## src/rtl/tod_pkg.sv

```systemverilog
`timescale 1ns/1ps
package tod_pkg;
  localparam int TOD_BYTE_W    = 8;
  localparam int TOD_N_BYTES   = 3;
  localparam int TOD_CARRY_LSB = 12;
  localparam int TOD_CNT_W     = TOD_BYTE_W * TOD_N_BYTES;
endpackage

```

## src/rtl/tod_counter.sv

```systemverilog
`timescale 1ns/1ps
module tod_counter #(
  parameter int BYTE_W  = 8,
  parameter int N_BYTES = 3,
  localparam int CNT_W  = BYTE_W * N_BYTES,
  localparam int SEL_W  = $clog2(N_BYTES)
) (
  input  logic              clk_i,
  input  logic              rst_ni,
  input  logic              tick_i,
  input  logic              wr_i,
  input  logic [SEL_W-1:0]  wsel_i,
  input  logic [BYTE_W-1:0] wdata_i,
  output logic [CNT_W-1:0]  count_o,
  output logic              run_o,
  output logic              inc_o,
  output logic              lwr_o
);
  logic [CNT_W-1:0] count_q;
  logic run_q, inc_q, lwr_q;

  always_ff @(posedge clk_i or negedge rst_ni) begin
    if (!rst_ni) begin
      count_q <= '0;
      run_q   <= 1'b0;
      inc_q   <= 1'b0;
      lwr_q   <= 1'b0;
    end else begin
      inc_q <= 1'b0;
      lwr_q <= 1'b0;
      if (wr_i) begin
        for (int b = 0; b < N_BYTES; b++)
          if (wsel_i == SEL_W'(b)) count_q[b*BYTE_W +: BYTE_W] <= wdata_i;
        if (wsel_i == SEL_W'(0)) begin
          run_q <= 1'b1;
          lwr_q <= 1'b1;
        end
        if (wsel_i == SEL_W'(N_BYTES-1)) run_q <= 1'b0;
      end else if (tick_i && run_q) begin
        count_q <= count_q + CNT_W'(1);
        inc_q   <= 1'b1;
      end
    end
  end

  assign count_o = count_q;
  assign run_o   = run_q;
  assign inc_o   = inc_q;
  assign lwr_o   = lwr_q;

  a_r2_increment: assert property (@(posedge clk_i) disable iff (!rst_ni)
    (run_q && tick_i && !wr_i) |=> count_q == $past(count_q) + CNT_W'(1));
  a_r4_halted_hold: assert property (@(posedge clk_i) disable iff (!rst_ni)
    (!run_q && !wr_i) |=> $stable(count_q));
endmodule

```

## src/rtl/tod_snapshot.sv

```systemverilog
`timescale 1ns/1ps
module tod_snapshot #(
  parameter int BYTE_W  = 8,
  parameter int N_BYTES = 3,
  localparam int CNT_W  = BYTE_W * N_BYTES,
  localparam int SEL_W  = $clog2(N_BYTES)
) (
  input  logic              clk_i,
  input  logic              rst_ni,
  input  logic              rd_i,
  input  logic [SEL_W-1:0]  rsel_i,
  input  logic [CNT_W-1:0]  count_i,
  output logic [BYTE_W-1:0] rdata_o
);
  logic             held_q;
  logic [CNT_W-1:0] snap_q;
  logic [CNT_W-1:0] src;
  logic rd_hi, rd_lo;

  assign rd_hi = rd_i && (rsel_i == SEL_W'(N_BYTES-1));
  assign rd_lo = rd_i && (rsel_i == SEL_W'(0));

  always_ff @(posedge clk_i or negedge rst_ni) begin
    if (!rst_ni) begin
      held_q <= 1'b0;
      snap_q <= '0;
    end else if (rd_hi && !held_q) begin
      held_q <= 1'b1;
      snap_q <= count_i;
    end else if (rd_lo && held_q) begin
      held_q <= 1'b0;
    end
  end

  assign src = held_q ? snap_q : count_i;

  always_comb begin
    rdata_o = '0;
    for (int b = 0; b < N_BYTES; b++)
      if (rsel_i == SEL_W'(b)) rdata_o = src[b*BYTE_W +: BYTE_W];
  end

  a_r6_snap_hold: assert property (@(posedge clk_i) disable iff (!rst_ni)
    (held_q && !rd_lo) |=> (held_q && $stable(snap_q)));
  a_r6_release: assert property (@(posedge clk_i) disable iff (!rst_ni)
    (held_q && rd_lo) |=> !held_q);
endmodule

```

## src/rtl/tod_alarm.sv

```systemverilog
`timescale 1ns/1ps
module tod_alarm #(
  parameter int BYTE_W    = 8,
  parameter int N_BYTES   = 3,
  parameter int CARRY_LSB = 12,
  localparam int CNT_W    = BYTE_W * N_BYTES,
  localparam int SEL_W    = $clog2(N_BYTES)
) (
  input  logic              clk_i,
  input  logic              rst_ni,
  input  logic              wr_i,
  input  logic [SEL_W-1:0]  wsel_i,
  input  logic [BYTE_W-1:0] wdata_i,
  input  logic [CNT_W-1:0]  count_i,
  input  logic              inc_i,
  input  logic              lwr_i,
  output logic              alarm_o
);
  logic [CNT_W-1:0] alarm_q;
  logic [CNT_W-1:0] prev;
  logic eq_hit, carry_hit;

  always_ff @(posedge clk_i or negedge rst_ni) begin
    if (!rst_ni) alarm_q <= '0;
    else if (wr_i)
      for (int b = 0; b < N_BYTES; b++)
        if (wsel_i == SEL_W'(b)) alarm_q[b*BYTE_W +: BYTE_W] <= wdata_i;
  end

  // count just moved; the glitch value is the old upper part over zeros
  assign prev      = count_i - CNT_W'(1);
  assign eq_hit    = (inc_i || lwr_i) && (count_i == alarm_q);
  assign carry_hit = inc_i && (count_i[CARRY_LSB-1:0] == '0) &&
                     ({prev[CNT_W-1:CARRY_LSB], CARRY_LSB'(0)} == alarm_q);
  assign alarm_o   = eq_hit || carry_hit;

  a_r3_alarm_hold: assert property (@(posedge clk_i) disable iff (!rst_ni)
    !wr_i |=> $stable(alarm_q));
endmodule

```

## src/rtl/tod_clock.sv

```systemverilog
`timescale 1ns/1ps
module tod_clock
  import tod_pkg::*;
#(
  parameter int BYTE_W    = TOD_BYTE_W,
  parameter int N_BYTES   = TOD_N_BYTES,
  parameter int CARRY_LSB = TOD_CARRY_LSB
) (
  input  logic                       clk_i,
  input  logic                       rst_ni,
  input  logic                       tick_i,
  input  logic                       wr_en_i,
  input  logic                       rd_en_i,
  input  logic [$clog2(N_BYTES)-1:0] sel_i,
  input  logic                       alarm_sel_i,
  input  logic [BYTE_W-1:0]          wdata_i,
  output logic [BYTE_W-1:0]          rdata_o,
  output logic                       alarm_o
);
  localparam int CNT_W = BYTE_W * N_BYTES;

  logic [CNT_W-1:0] count;
  logic run, inc, lwr;
  logic wr_cnt, wr_alm;

  assign wr_cnt = wr_en_i && !alarm_sel_i;
  assign wr_alm = wr_en_i && alarm_sel_i;

  tod_counter #(.BYTE_W(BYTE_W), .N_BYTES(N_BYTES)) u_cnt (
    .clk_i, .rst_ni, .tick_i,
    .wr_i(wr_cnt), .wsel_i(sel_i), .wdata_i,
    .count_o(count), .run_o(run), .inc_o(inc), .lwr_o(lwr)
  );

  tod_snapshot #(.BYTE_W(BYTE_W), .N_BYTES(N_BYTES)) u_snap (
    .clk_i, .rst_ni, .rd_i(rd_en_i), .rsel_i(sel_i),
    .count_i(count), .rdata_o
  );

  tod_alarm #(.BYTE_W(BYTE_W), .N_BYTES(N_BYTES), .CARRY_LSB(CARRY_LSB)) u_alm (
    .clk_i, .rst_ni, .wr_i(wr_alm), .wsel_i(sel_i), .wdata_i,
    .count_i(count), .inc_i(inc), .lwr_i(lwr), .alarm_o
  );

  a_r12_alarm_cause: assert property (@(posedge clk_i) disable iff (!rst_ni)
    alarm_o |-> $past((wr_cnt && sel_i == '0) || (tick_i && run)));
  a_r5_start_on_low: assert property (@(posedge clk_i) disable iff (!rst_ni)
    (wr_cnt && sel_i == '0) |=> run);
endmodule

```

## config.mk

```make
export PLATFORM = sky130hd
export DESIGN_NAME = tod_clock
export DESIGN_NICKNAME = d
export VERILOG_FILES = /design/src/rtl/tod_pkg.sv /design/src/rtl/tod_counter.sv /design/src/rtl/tod_snapshot.sv /design/src/rtl/tod_alarm.sv /design/src/rtl/tod_clock.sv
export SDC_FILE = /design/constraint.sdc
export NUM_CORES = 1
export LEC_CHECK = 0
export ABC_AREA = 1
export BUFFER_PORTS_ARGS = -buffer_cell sky130_fd_sc_hd__buf_2
export CAP_MARGIN = 30
export CORE_MARGIN = 3
export CORE_UTILIZATION = 55
export CTS_CLUSTER_DIAMETER = 60
export CTS_CLUSTER_SIZE = 12
export DETAILED_ROUTE_END_ITERATION = 7
export PLACE_DENSITY = 0.75
export SKIP_LAST_GASP = 1
export SLEW_MARGIN = 10
export SYNTH_ARGS = -nofsm -noshare
export SYNTH_HDL_FRONTEND = slang
export SYNTH_HIERARCHICAL = 1
export SYNTH_SLANG_ARGS = --single-unit
```

## constraint.sdc

```tcl
create_clock -name clk_i -period 1.42 [get_ports clk_i]
set_clock_uncertainty 0.05 [all_clocks]
set_input_delay 0.071 -clock clk_i [delete_from_list [all_inputs] [get_ports clk_i]]
set_output_delay 0.071 -clock clk_i [all_outputs]
set_load 0.01 [all_outputs]
```

Word level (Yosys, flattened, before mapping)
Cells that the tools add are included.

cells by class
  multiply operators = 0
  divide/modulo/power cells = 0
  eq/ne operators = 7
  shifts and indexed selects = 0
  add/sub/neg operators = 2
  reduce and logical (&&, ||, !) cells = 26
  multiplexer cells = 17
  magnitude comparators = 0
  bitwise logic cells = 0

operator list
  kind                                                    count
  two-way mux 24 bit                                      3
  equality test 24 bit                                    2
  two-way mux 8 bit                                       6
  adder 24 x 1 -> 24 bit (second input constant)          1
  subtractor 24 x 1 -> 24 bit (second input constant)     1
  AND reduction 2 bit                                     7
  zero test 12 bit                                        1
  logical AND 1 bit                                       10
  two-way mux 1 bit                                       8
  inequality test 2 x 1 -> 1 bit (second input constant)  3
  nonzero test 2 bit                                      3
  equality test 2 x 1 -> 1 bit (second input constant)    1
  equality test 2 bit (second input constant)             1
  zero test 1 bit                                         2
  zero test 2 bit                                         1
  logical OR 1 bit                                        2

storage, ports and cells
  bits in latches = 0
  bits in read-only memories = 0
  memories kept = 0
  RAM bits = 0
  bits of input ports = 16
  output and inout bits = 9
  bits in registers = 76

Longest topological paths before layout
Gate-level depths: netlist of run 1.

  word-level depth = 5
  mapped depth = 11
  depth with buffers taken out = 11

Cells and area by module
Netlist of run 1, hierarchy kept.

modules (own cells, without submodules)
  module        cells an instance  times used  area each (sq um)  sequential area each (sq um)
  tod_counter   268                1           1815.5             675.6
  tod_alarm     266                1           1778.0             600.6
  tod_snapshot  238                1           1612.8             625.6
  tod_clock     4                  1           17.5               0.0

Least setup slack after synthesis of run 1
No wires, ideal clock.

  path kind = reg2reg
  from = register u_cnt.count_q[0] (netlist: u_cnt/count_o[0])
  to = register u_cnt.count_q[12] (netlist: u_cnt/count_o[12])
  path buffers = 0
  cell stages (with the launch flop) = 9
  arrival = 1.379 ns
  required time = 1.253 ns
  clock period less this slack = 1.546 ns
  slack = -0.126 ns
  cells stage by stage = dfrtp_1 > ha_1 > nand2_2 > nor2_4 > nand2_2 > nor2_4 > o21ai_1 > o21ai_1 > inv_1

between the ends
  longest elaborated chain between the ends = 3

RTL lines
  item                               line               RTL
  from (decl)                        tod_counter.sv:19  logic [CNT_W-1:0] count_q;
  from (signal, indexed assignment)  tod_counter.sv:33  if (wsel_i == SEL_W'(b)) count_q[b*BYTE_W +: BYTE_W] <= wdata_i;
  from (signal assigned)             tod_counter.sv:40  count_q <= count_q + CNT_W'(1);
  adder 24 x 1 -> 24 bit             tod_counter.sv:40
  two-way mux 24 bit                 tod_counter.sv:39  end else if (tick_i && run_q) begin
  two-way mux 24 bit                 tod_counter.sv:31  if (wr_i) begin

Every way passes these cells. The select of a mux whose other input is x is not followed.
A chain may end at the register's enable or synchronous reset.

Worst setup path in the final report of run 1
  from = register u_cnt.count_q[0] (netlist: u_cnt/count_o[0])
  to = output port alarm_o

between the ends
  longest elaborated chain between the ends = 4
  elaborated cells between the ends (all ways) = 8
  classes of those cells = add/sub (1); eq/ne (2); reduce/logical (5)

RTL lines
  item                                                                    line                              RTL
  subtractor 24 x 1 -> 24 bit / zero test 12 bit (equally long branches)  tod_alarm.sv:31, tod_alarm.sv:33
  equality test 24 bit / logical AND 1 bit (equally long branches)        tod_alarm.sv:34, tod_alarm.sv:33
  logical AND 1 bit                                                       tod_alarm.sv:33                   assign carry_hit = inc_i && (count_i[CARRY_LSB-1:0] == '0) &&
  logical OR 1 bit (*)                                                    tod_alarm.sv:35                   assign alarm_o = eq_hit || carry_hit;
  to (decl)                                                               tod_clock.sv:18                   output logic alarm_o

Every way passes the cells marked *; elsewhere a longest branch is shown, timed or not.

==> results_dict.tcl, run 1 <==
set metrics [dict create \
    status "finished, violations left" \
    violations "setup timing" \
    cp_slowest_stage_delay_ns 0.45 \
    power.share.combinational 0.568 \
    fin_nets 930 \
    finalWorstSetupSlack_ns -0.676 \
    cp.arrival_ns 1.98 \
    drt-total-wl_um 18300 \
    coreArea_um2 8980 \
    cts-buffers-inserted 9 \
    power_mw 12.3 \
    p_seq_frac 0.300 \
    place_area_um2 6060 \
    yosys_warnings 6 \
    fmax_ghz 0.477 \
    clockBufferDepth 2 \
    synth_fa_ha_area_frac 0.00240 \
    synth_ff_type "dfrtp_1" \
    via_count 6055 \
    h-tree-depth 3 \
    n_fill_cell 569 \
    synth-xor-area-share 0.0319 \
    drv_slew 0 \
    final_antenna_net_count 0 \
    switching_share 0.463 \
    synth_simple_gate_area_frac 0.396 \
    cp_max_fo 5 \
    drc_errors 0 \
    p_leak_nw 3.75 \
    dp_hpwl_um 11600 \
    final_cell_count_no_fill 1044 \
    diodes 0 \
    drt-initial-drc-count 601 \
    ioPinCount 25 \
    p_int_mw 6.58 \
    setup_viol 32 \
    register_area_um2 1910 \
    dieWidth_um 103 \
    fin_hold_ws_ns 0.0463 \
    slew_headroom 0.528 \
    min_period_over_period 1.48 \
    pre_cts_slack_ns -0.360 \
    dieArea_um2 10700 \
    grt_util_all_layers 0.335 \
    syn_area_um2 5220 \
    grt_max_degree 46 \
    gp_congestion 1.02 \
    hold_class "input port to flip-flop" \
    antenna_found_initial 0 \
    path_cells "buf_4, xnor2_1, nand3_1, nor3_1, nand4_1, nand2_2, buf_6" \
    slowest_stage "dfrtp_2" \
    place_inst 993 \
    tightest_slew_ns 0.707 \
    port_buffers 24 \
    cts.sinks 76 \
    p_sw_mw 5.67 \
    clk_latency_ns 0.36 \
    drive_gt1_frac 0.340 \
    end_kind "output port" \
    cp_data_required_time_ns 1.30 \
    synth.distinct_cells 41 \
    stdcell_area_um2 7240 \
    fin_util 0.806 \
    ir_drop_mv 0.839 \
    synth_fp_nets 793 \
    maxCapViolCount 0 \
    powerDensity_nw_per_um2 1690 \
    rsz0062_at_grt "true" \
    finalHoldViolations 0 \
    cts_root_buf "clkbuf_8" \
    grt_pass1_wl_um 27500 \
    multi_input_area_um2 3270 \
    wl_per_cell_um 17.5 \
    p_clk_frac 0.132 \
    ys_async_sr_fraction 1.00 \
    syn_avg_cell_area_um2 6.73 \
    synthMuxAreaShare 0 \
    critPathKind "flip-flop to output port" \
    grt_overflow 0 \
    synth_compound_area_frac 0.0944 \
    rows 34 \
    cts_tree "done" \
    ys_ff_latch 76 \
    viasPerCell 5.80 \
    startpoint_type "flip-flop" \
    fin_setup_tns_ns -7.65 \
    synth_cells 776 \
    synth_top_family_by_area "simple AND/OR/NAND/NOR gates" \
    synth-seq-area-share 0.364 \
    start_util 0.582 \
    fp.dieH_um 103 \
    grt_pass1_vias 5747 \
    post-route-min-period_ns 2.10 \
    synth_enable_flop_cells 0 \
    clk_pin_slew_ns 0.10 \
    syn2layout_area_growth_pct 38.6 \
    dr.pass1.iters 6 \
]
==> worst paths after layout <==
kind / slack, ns / cells after the start / startpoint / endpoint
setup / recovery: -0.68 / 7 / u_cnt/count_o[0] / alarm_o
hold / removal: 0.05 / 3 / wdata_i[6] / u_alm/alarm_q[6]
setup reg to reg: -0.30 / 9 / u_cnt/count_o[1] / u_cnt/count_o[12]
hold reg to reg: 0.43 / 2 / u_snap/snap_q[1] / u_snap/snap_q[1]
max in group asynchronous: 0.50 / 3 / rst_ni / u_snap/snap_q[11]
min in group asynchronous: 0.18 / 3 / rst_ni / u_snap/snap_q[2]
==> kinds of logic (layout without fill, tap and decap cells) <==
| kind of cell | after synthesis | count (layout) |
|---|---|---|
| buffers and inverters | 131 | 272 |
| flip-flops | 76 | 76 |
| XOR/XNOR | 19 | 19 |
| AND/OR/NAND/NOR | 461 | 462 |
| AO/OA/AOI/OAI | 88 | 88 |
| adder cells (fa/ha/maj) | 1 | 1 |
==> cells in the mapped netlist, types with 3 or more instances <==
| library cell | instances | area (um2) |
|---|---|---|
| nand3_1 | 57 | 285 |
| a31oi_1 | 5 | 31.3 |
| nor2_4 | 9 | 101 |
| buf_4 | 3 | 22.5 |
| a21oi_1 | 18 | 90.1 |
| dfrtp_1 | 76 | 1900 |
| nor2_2 | 13 | 81.3 |
| xnor2_1 | 10 | 87.6 |
| xor2_1 | 9 | 78.8 |
| inv_1 | 100 | 375 |
| nor2_1 | 75 | 282 |
| nand2_2 | 9 | 56.3 |
| buf_2 | 5 | 25.0 |
| clkbuf_1 | 5 | 18.8 |
| o22ai_1 | 5 | 31.3 |
| o21ai_1 | 5 | 25.0 |
| buf_6 | 9 | 101 |
| inv_2 | 7 | 26.3 |
| o21ai_0 | 42 | 210 |
| nand2_1 | 251 | 942 |
| nand4_1 | 36 | 225 |
==> flip-flops by register name, indices dropped and copies added, names as in the netlist <==
signal         cells
u_cnt/run_o        1
u_snap/snap_q     24
u_cnt/lwr_o        1
u_cnt/count_o     24
u_cnt/inc_o        1
u_alm/alarm_q     24
u_snap/held_q      1
==> cell type report <==
class / count / area share
multi-input combinational: 570 / 0.452
clock inverter: 7 / 0.00795
inverter: 108 / 0.0570
sequential: 76 / 0.264
tap: 126 / 0.0218
clock buffer: 9 / 0.0171
timing repair buffer: 148 / 0.179
==> metal layers <==
layer / global-route usage / routed length (um) / up-vias
met5: 0 / 0 / -
met4: 0.198 / 1090 / 0
met3: 0.0523 / 1550 / 114
met2: 0.550 / 8760 / 420
met1: 0.414 / 6910 / 2766
li1: - / - / 2755
==> timing repair <==
item / 4_1_cts / 5_1_grt
gates resized for setup: 92 / 93
buffers inserted: 14 / 13
pin swaps: 32 / 40
setup endpoints to repair: 30 / 40
hold endpoints to repair: 87 / 0
gates cloned: 6 / 1
hold buffers: 8 / 0
==> cell usage in the layout (no fill, tap or decap), types with 3 or more instances in the layout <==
| cell type | count |
|---|---|
| a21oi_1 | 13 |
| a21oi_2 | 7 |
| a31oi_1 | 4 |
| buf_12 | 5 |
| buf_16 | 3 |
| buf_2 | 15 |
| buf_4 | 96 |
| buf_6 | 20 |
| clkbuf_8 | 9 |
| dfrtp_1 | 67 |
| dfrtp_2 | 9 |
| dlygate4sd3_1 | 8 |
| inv_1 | 98 |
| inv_2 | 8 |
| inv_6 | 3 |
| nand2_1 | 190 |
| nand2_2 | 42 |
| nand2_4 | 27 |
| nand3_1 | 41 |
| nand3_2 | 17 |
| nand4_1 | 36 |
| nor2_1 | 65 |
| nor2_2 | 12 |
| nor2_4 | 20 |
| o21ai_0 | 34 |
| o21ai_1 | 10 |
| o21ai_2 | 4 |
| o22ai_1 | 5 |
| xnor2_1 | 10 |
| xor2_1 | 9 |
==> power by group through the flow <==
stage / logic, mW / registers (mW) / clock network (mW)
after floorplan: 2.86 / 3.69 / 0
after global placement: 5.06 / 3.53 / 0
after detailed placement: 5.15 / 3.55 / 0
after CTS: 6.19 / 3.56 / 1.63
after global routing: 7.52 / 3.75 / 1.73
final: 6.96 / 3.68 / 1.61
==> worst max-delay path, delay by kind of cell, from the launching register on <==
kind,cells,cell delay [ns]
xor+xnor,1,0.21
simple gates,4,0.68
flops,1,0.45
buf+inv,2,0.27
Note: power is estimated with default switching activity, not from simulation.
==> inputs of run 2 (changes only) <==
--- a/config.mk
+++ b/config.mk
@@ -13,6 +13,7 @@
 export CTS_CLUSTER_DIAMETER = 60
 export CTS_CLUSTER_SIZE = 12
 export DETAILED_ROUTE_END_ITERATION = 7
+export HOLD_SLACK_MARGIN = 0.05
 export PLACE_DENSITY = 0.75
 export SKIP_LAST_GASP = 1
 export SLEW_MARGIN = 10
==> run 2 against run 1 <==
  * The run still ends with setup timing left
  * Critical path type unchanged
  * Utilization is 0.50 points higher
  * Via count is 0.35% higher
  * Non-clock buffer count is 4 higher
  * Worst setup slack worse by 0.030 ns
==> results_dict.tcl, run 2 (synthesis gave the netlist of run 1 again) <==
set metrics [dict create \
    finalWorstSetupSlack_ns -0.706 \
    reg2reg_to "u_cnt/count_o[6]" \
    cts_tree "done" \
    place_area_um2 6060 \
    switching_share 0.466 \
    stdcell_area_um2 7280 \
    grt_overflow 0 \
    p_sw_mw 5.75 \
    clk_latency_ns 0.37 \
    startpoint_type "flip-flop" \
    endpoint "alarm_o" \
    cp_max_fo 7 \
    coreArea_um2 8980 \
    final_common_cell "nand2_1" \
    viasPerCell 5.80 \
    grt_pass1_vias 5776 \
    h-tree-depth 3 \
    fmax_ghz 0.470 \
    fp.dieH_um 103 \
    end_kind "output port" \
    p_leak_nw 3.75 \
    slew_headroom 0.617 \
    ff2ff_path_depth 9 \
    ir_drop_mv 0.825 \
    final_antenna_net_count 0 \
    clk_pin_slew_ns 0.11 \
    p_int_mw 6.59 \
    grt_util_all_layers 0.343 \
    crit_start "u_cnt/count_o[5]" \
    diodes 0 \
    antenna_found_initial 0 \
    rsz0062_at_grt "true" \
    violations "setup timing" \
    via_count 6076 \
    ioPinCount 25 \
    post-route-min-period_ns 2.13 \
    cp_data_required_time_ns 1.30 \
    finalHoldViolations 0 \
    syn2layout_area_growth_pct 39.4 \
    r2r_start "u_cnt/count_o[1]" \
    dp_hpwl_um 11600 \
    dr.pass1.iters 7 \
    drv_slew 0 \
    cts.sinks 76 \
    r2r_slack_ns -0.33 \
    clockBufferDepth 2 \
    pre_cts_slack_ns -0.360 \
    start_util 0.582 \
    hold_class "input port to flip-flop" \
    final_cell_count_no_fill 1048 \
    drc_errors 0 \
    drt-total-wl_um 18900 \
    grt_pass1_wl_um 28100 \
    gp_congestion 1.02 \
    critPathKind "flip-flop to output port" \
    status "finished, violations left" \
    grt_max_degree 46 \
    min_period_over_period 1.50 \
    cp.arrival_ns 2.01 \
    layout_common_cells "195 x nand2_1, 98 x inv_1, 94 x buf_4" \
    p_seq_frac 0.299 \
    fin_nets 934 \
    powerDensity_nw_per_um2 1690 \
    maxCapViolCount 0 \
    fin_hold_ws_ns 0.0852 \
    n_fill_cell 552 \
    dieArea_um2 10700 \
    dieWidth_um 103 \
    p_clk_frac 0.131 \
    drive_gt1_frac 0.336 \
    place_inst 993 \
    power_mw 12.3 \
    cts_root_buf "clkbuf_8" \
    cts-buffers-inserted 9 \
    rows 34 \
    tightest_slew_ns 0.574 \
    setup_viol 31 \
    fin_setup_tns_ns -7.66 \
    hold_start "sel_i[0]" \
    power.share.combinational 0.570 \
    drt-initial-drc-count 695 \
    fin_util 0.811 \
    port_buffers 24 \
    wl_per_cell_um 18.0 \
]
## run 2: how the worst min path moves through the flow
stage / depth (start not counted) / slack (ns) / to
3_5_place_dp: 1 / -0.16 / u_snap/held_q
6_report: 4 / 0.09 / u_alm/alarm_q[18]
5_1_grt: 5 / 0.11 / u_cnt/lwr_o
4_1_cts: 4 / 0.06 / u_alm/alarm_q[18]
3_3_place_gp: 1 / -0.16 / u_snap/held_q
2_1_floorplan: 0 / -0.27 / u_alm/alarm_q[0]
## run 2: repair_timing
action | 4_1_cts | 5_1_grt
gates resized for setup | 92 | 91
endpoints found under the hold margin | 108 | 0
hold buffers | 12 | 0
cloned | 6 | 1
endpoints found under the setup margin | 30 | 46
setup buffers | 14 | 15
pin swaps | 32 | 45
## run 2: power by group through the flow
stage                     combinational, mW  sequential, mW  clock [mW]
after CTS                              6.20            3.56        1.63
after detailed placement               5.15            3.55           0
after global routing                   7.59            3.76        1.73
final                                  7.03            3.69        1.62
after global placement                 5.06            3.53           0
after floorplan                        2.86            3.69           0
## run 2: layout make-up
cell class,count,area (um2),area share
sequential,76,1910,0.263
multi-input combinational,570,3250,0.447
timing repair buffer,152,1360,0.187
inverter,108,413,0.0567
tap,126,158,0.0216
clock inverter,7,57.6,0.00790
clock buffer,9,124,0.0170
## run 2: worst max-delay path, stage by stage, from the launching register on
cell	delay, ns
dfrtp_1	0.44
buf_6	0.13
buf_8	0.13
inv_1	0.07
a211oi_1	0.21
and3_1	0.25
nand4_1	0.17
nand2_2	0.13
buf_6	0.10
## run 2: metal layers
metal  up-vias  global-route usage  wire, um
met3        99              0.0624      1750
met2       396               0.562      8970
met5         -                   0         0
met1      2811               0.424      7040
li1       2770                   -         -
met4         0               0.192      1150
==> inputs of run 3 (changes only) <==
--- a/config.mk
+++ b/config.mk
@@ -8,13 +8,15 @@
 export ABC_AREA = 1
 export BUFFER_PORTS_ARGS = -buffer_cell sky130_fd_sc_hd__buf_2
 export CAP_MARGIN = 30
+export CELL_PAD_IN_SITES_DETAIL_PLACEMENT = 1
+export CELL_PAD_IN_SITES_GLOBAL_PLACEMENT = 1
 export CORE_MARGIN = 3
-export CORE_UTILIZATION = 55
+export CORE_UTILIZATION = 41
 export CTS_CLUSTER_DIAMETER = 60
 export CTS_CLUSTER_SIZE = 12
 export DETAILED_ROUTE_END_ITERATION = 7
 export HOLD_SLACK_MARGIN = 0.05
-export PLACE_DENSITY = 0.75
+export PLACE_DENSITY = 0.77
 export SKIP_LAST_GASP = 1
 export SLEW_MARGIN = 10
 export SYNTH_ARGS = -nofsm -noshare
==> constraint.sdc (replaced) <==
create_clock -name clk_i -period 1.42 [get_ports clk_i]
set_clock_uncertainty 0.05 [all_clocks]
set_input_delay 0.071 -clock clk_i [delete_from_list [all_inputs] [get_ports clk_i]]
set_output_delay 0.071 -clock clk_i [all_outputs]
set_load 0.02 [all_outputs]
==> run 3 against run 2 <==
  * Routed wire length grew 42%
  * Critical path depth unchanged
  * Highest routed layer unchanged
  * Via count grew 9.2%
  * The run still ends with setup timing left
  * Final cell count increased by 5.0%
  * Global-route usage fell by 2.8 points
  * Critical path type unchanged
  * Final area increased by 6.3%
  * Clock power is 65% higher
  * First-iteration DRC count down 11%
  * Die area up 32%
  * Register-to-register slack got worse by 0.27 ns
  * Flip-flop and latch count did not move
  * Utilization fell by 18 points
==> results_dict.tcl, run 3 (synthesis gave the netlist of run 1 again) <==
set metrics [dict create \
    powerDensity_nw_per_um2 1900 \
    cp_slowest_stage_delay_ns 0.43 \
    fmax_ghz 0.453 \
    ir_drop_mv 0.952 \
    cts_tree "done" \
    crit_start "u_cnt/count_o[0]" \
    fin_util 0.634 \
    wl_per_cell_um 24.4 \
    dr.pass1.iters 5 \
    setup_viol 47 \
    p_leak_nw 3.90 \
    grt_max_degree 35 \
    cts-buffers-inserted 9 \
    diodes 0 \
    n_fill_cell 1537 \
    fin_nets 944 \
    cp_max_fo 7 \
    r2r_start "u_cnt/count_o[0]" \
    grt_pass1_vias 6448 \
    finalWorstSetupSlack_ns -0.789 \
    min_period_over_period 1.56 \
    r2r_slack_ns -0.60 \
    grt_overflow 0 \
    status "finished, violations left" \
    antenna_found_initial 0 \
    start_util 0.428 \
    drt-total-wl_um 26800 \
    drive_gt1_frac 0.380 \
    tightest_slew_ns 0.526 \
    drt-initial-drc-count 617 \
    fin_hold_ws_ns 0.0845 \
    dieArea_um2 14100 \
    drc_errors 0 \
    violations "setup timing" \
    via_count 6635 \
    slowest_stage "dfrtp_2" \
    clk_pin_slew_ns 0.07 \
    end_kind "output port" \
    gp_congestion 0.905 \
    final_common_cell "nand2_1" \
    cp_data_required_time_ns 1.30 \
    path_cells "buf_4, buf_8, xnor2_2, nand3_1, nor3_2, nand4_1, nand2_2, buf_6" \
    hold_class "input port to flip-flop" \
    place_inst 1044 \
    rows 40 \
    clockBufferDepth 2 \
    drv_slew 0 \
    finalHoldViolations 0 \
    cts_root_buf "clkbuf_16" \
    critPathKind "flip-flop to output port" \
    dieWidth_um 119 \
    layout_common_cells "196 x nand2_1, 101 x buf_4, 97 x inv_1" \
    post-route-min-period_ns 2.21 \
    h-tree-depth 3 \
    fin_setup_tns_ns -13.26 \
    fp.dieH_um 119 \
    whs_path_depth 3 \
    viasPerCell 6.03 \
    grt_pass1_wl_um 34700 \
    dp_hpwl_um 14300 \
    rsz0062_at_grt "true" \
    port_buffers 24 \
    final_antenna_net_count 0 \
    coreArea_um2 12200 \
    clk_latency_ns 0.36 \
    ff2ff_path_depth 12 \
    endpoint "alarm_o" \
    maxCapViolCount 0 \
    startpoint_type "flip-flop" \
    reg2reg_to "u_cnt/count_o[14]" \
    cp.arrival_ns 2.09 \
    cts.sinks 76 \
    final_cell_count_no_fill 1100 \
    ioPinCount 25 \
    syn2layout_area_growth_pct 48.2 \
    grt_util_all_layers 0.315 \
    slew_headroom 0.649 \
]
-- run 3: changes by cell type in the layout (fill, tap and decap cells not counted), sizes merged --
cell,delta
buf,+14
bufinv,+2
clkbuf,+3
clkinv,-1
clkinvlp,-1
dlygate4sd3,-7
inv,-2
nand4,+2
-- run 3: how the worst min path moves through the flow --
stage,startpoint,to,slack (ns)
finish,wdata_i[4],u_cnt/count_o[20],0.08
global route,wdata_i[0],u_alm/alarm_q[8],0.07
global placement,rst_ni,u_snap/snap_q[3],0.005
detailed placement,rst_ni,u_snap/snap_q[3],0.01
floorplan,rst_ni,u_alm/alarm_q[0],-0.27
CTS,wdata_i[0],u_cnt/count_o[8],0.06
-- run 3: where the power goes --
| part | switching [mW] | total [mW] | internal, mW |
|---|---|---|---|
| logic | 4.89 | 8.24 | 3.35 |
| registers | 0.881 | 3.80 | 2.92 |
| clock network | 1.02 | 2.67 | 1.64 |
| total | 6.80 | 14.7 | 7.91 |
-- run 3: worst max-delay path, delay by kind of cell, from the launching register on --
family,cells,cell delay (ns)
XOR/XNOR,1,0.14
buffers and inverters,3,0.40
AND/OR/NAND/NOR,4,0.76
flip-flops,1,0.43
-- run 3: area by class of cell --
type / instances / area, um2 / area share
clock inverters: 5 / 81.3 / 0.0105
well taps: 168 / 210 / 0.0272
multi-input cells: 572 / 3410 / 0.441
clock buffers: 11 / 253 / 0.0327
repair buffers: 160 / 1450 / 0.187
flip-flops and latches: 76 / 1920 / 0.248
inverters: 108 / 415 / 0.0537
-- run 3: through the flow --
step                      instance area [um2]  worst slack, ns  total power [mW]
after floorplan                          5240          -0.0909              6.61
after global placement                   6160           -0.354              8.83
after detailed placement                 6160           -0.369              9.07
after CTS                                7140           -0.662              12.8
after global routing                     7740           -0.935              15.3
final                                    7740           -0.789              14.7
-- run 3: what timing repair did --
item,4_1_cts,5_1_grt
setup buffers,11,23
gates cloned,6,2
hold endpoints to repair,70,0
setup endpoints to repair,55,53
resized for setup,105,124
pin swaps,20,50
hold buffers,5,0
-- run 3: per-layer routing --
metal  track usage  wire length, um  share of wire  vias to the layer above
met3        0.0508             1580          0.059                      159
li1              -                -              -                     2790
met2         0.574            13500           0.50                      389
met5             0                0              0                        -
met4         0.159             2030          0.076                        0
met1         0.353             9750           0.36                     3297
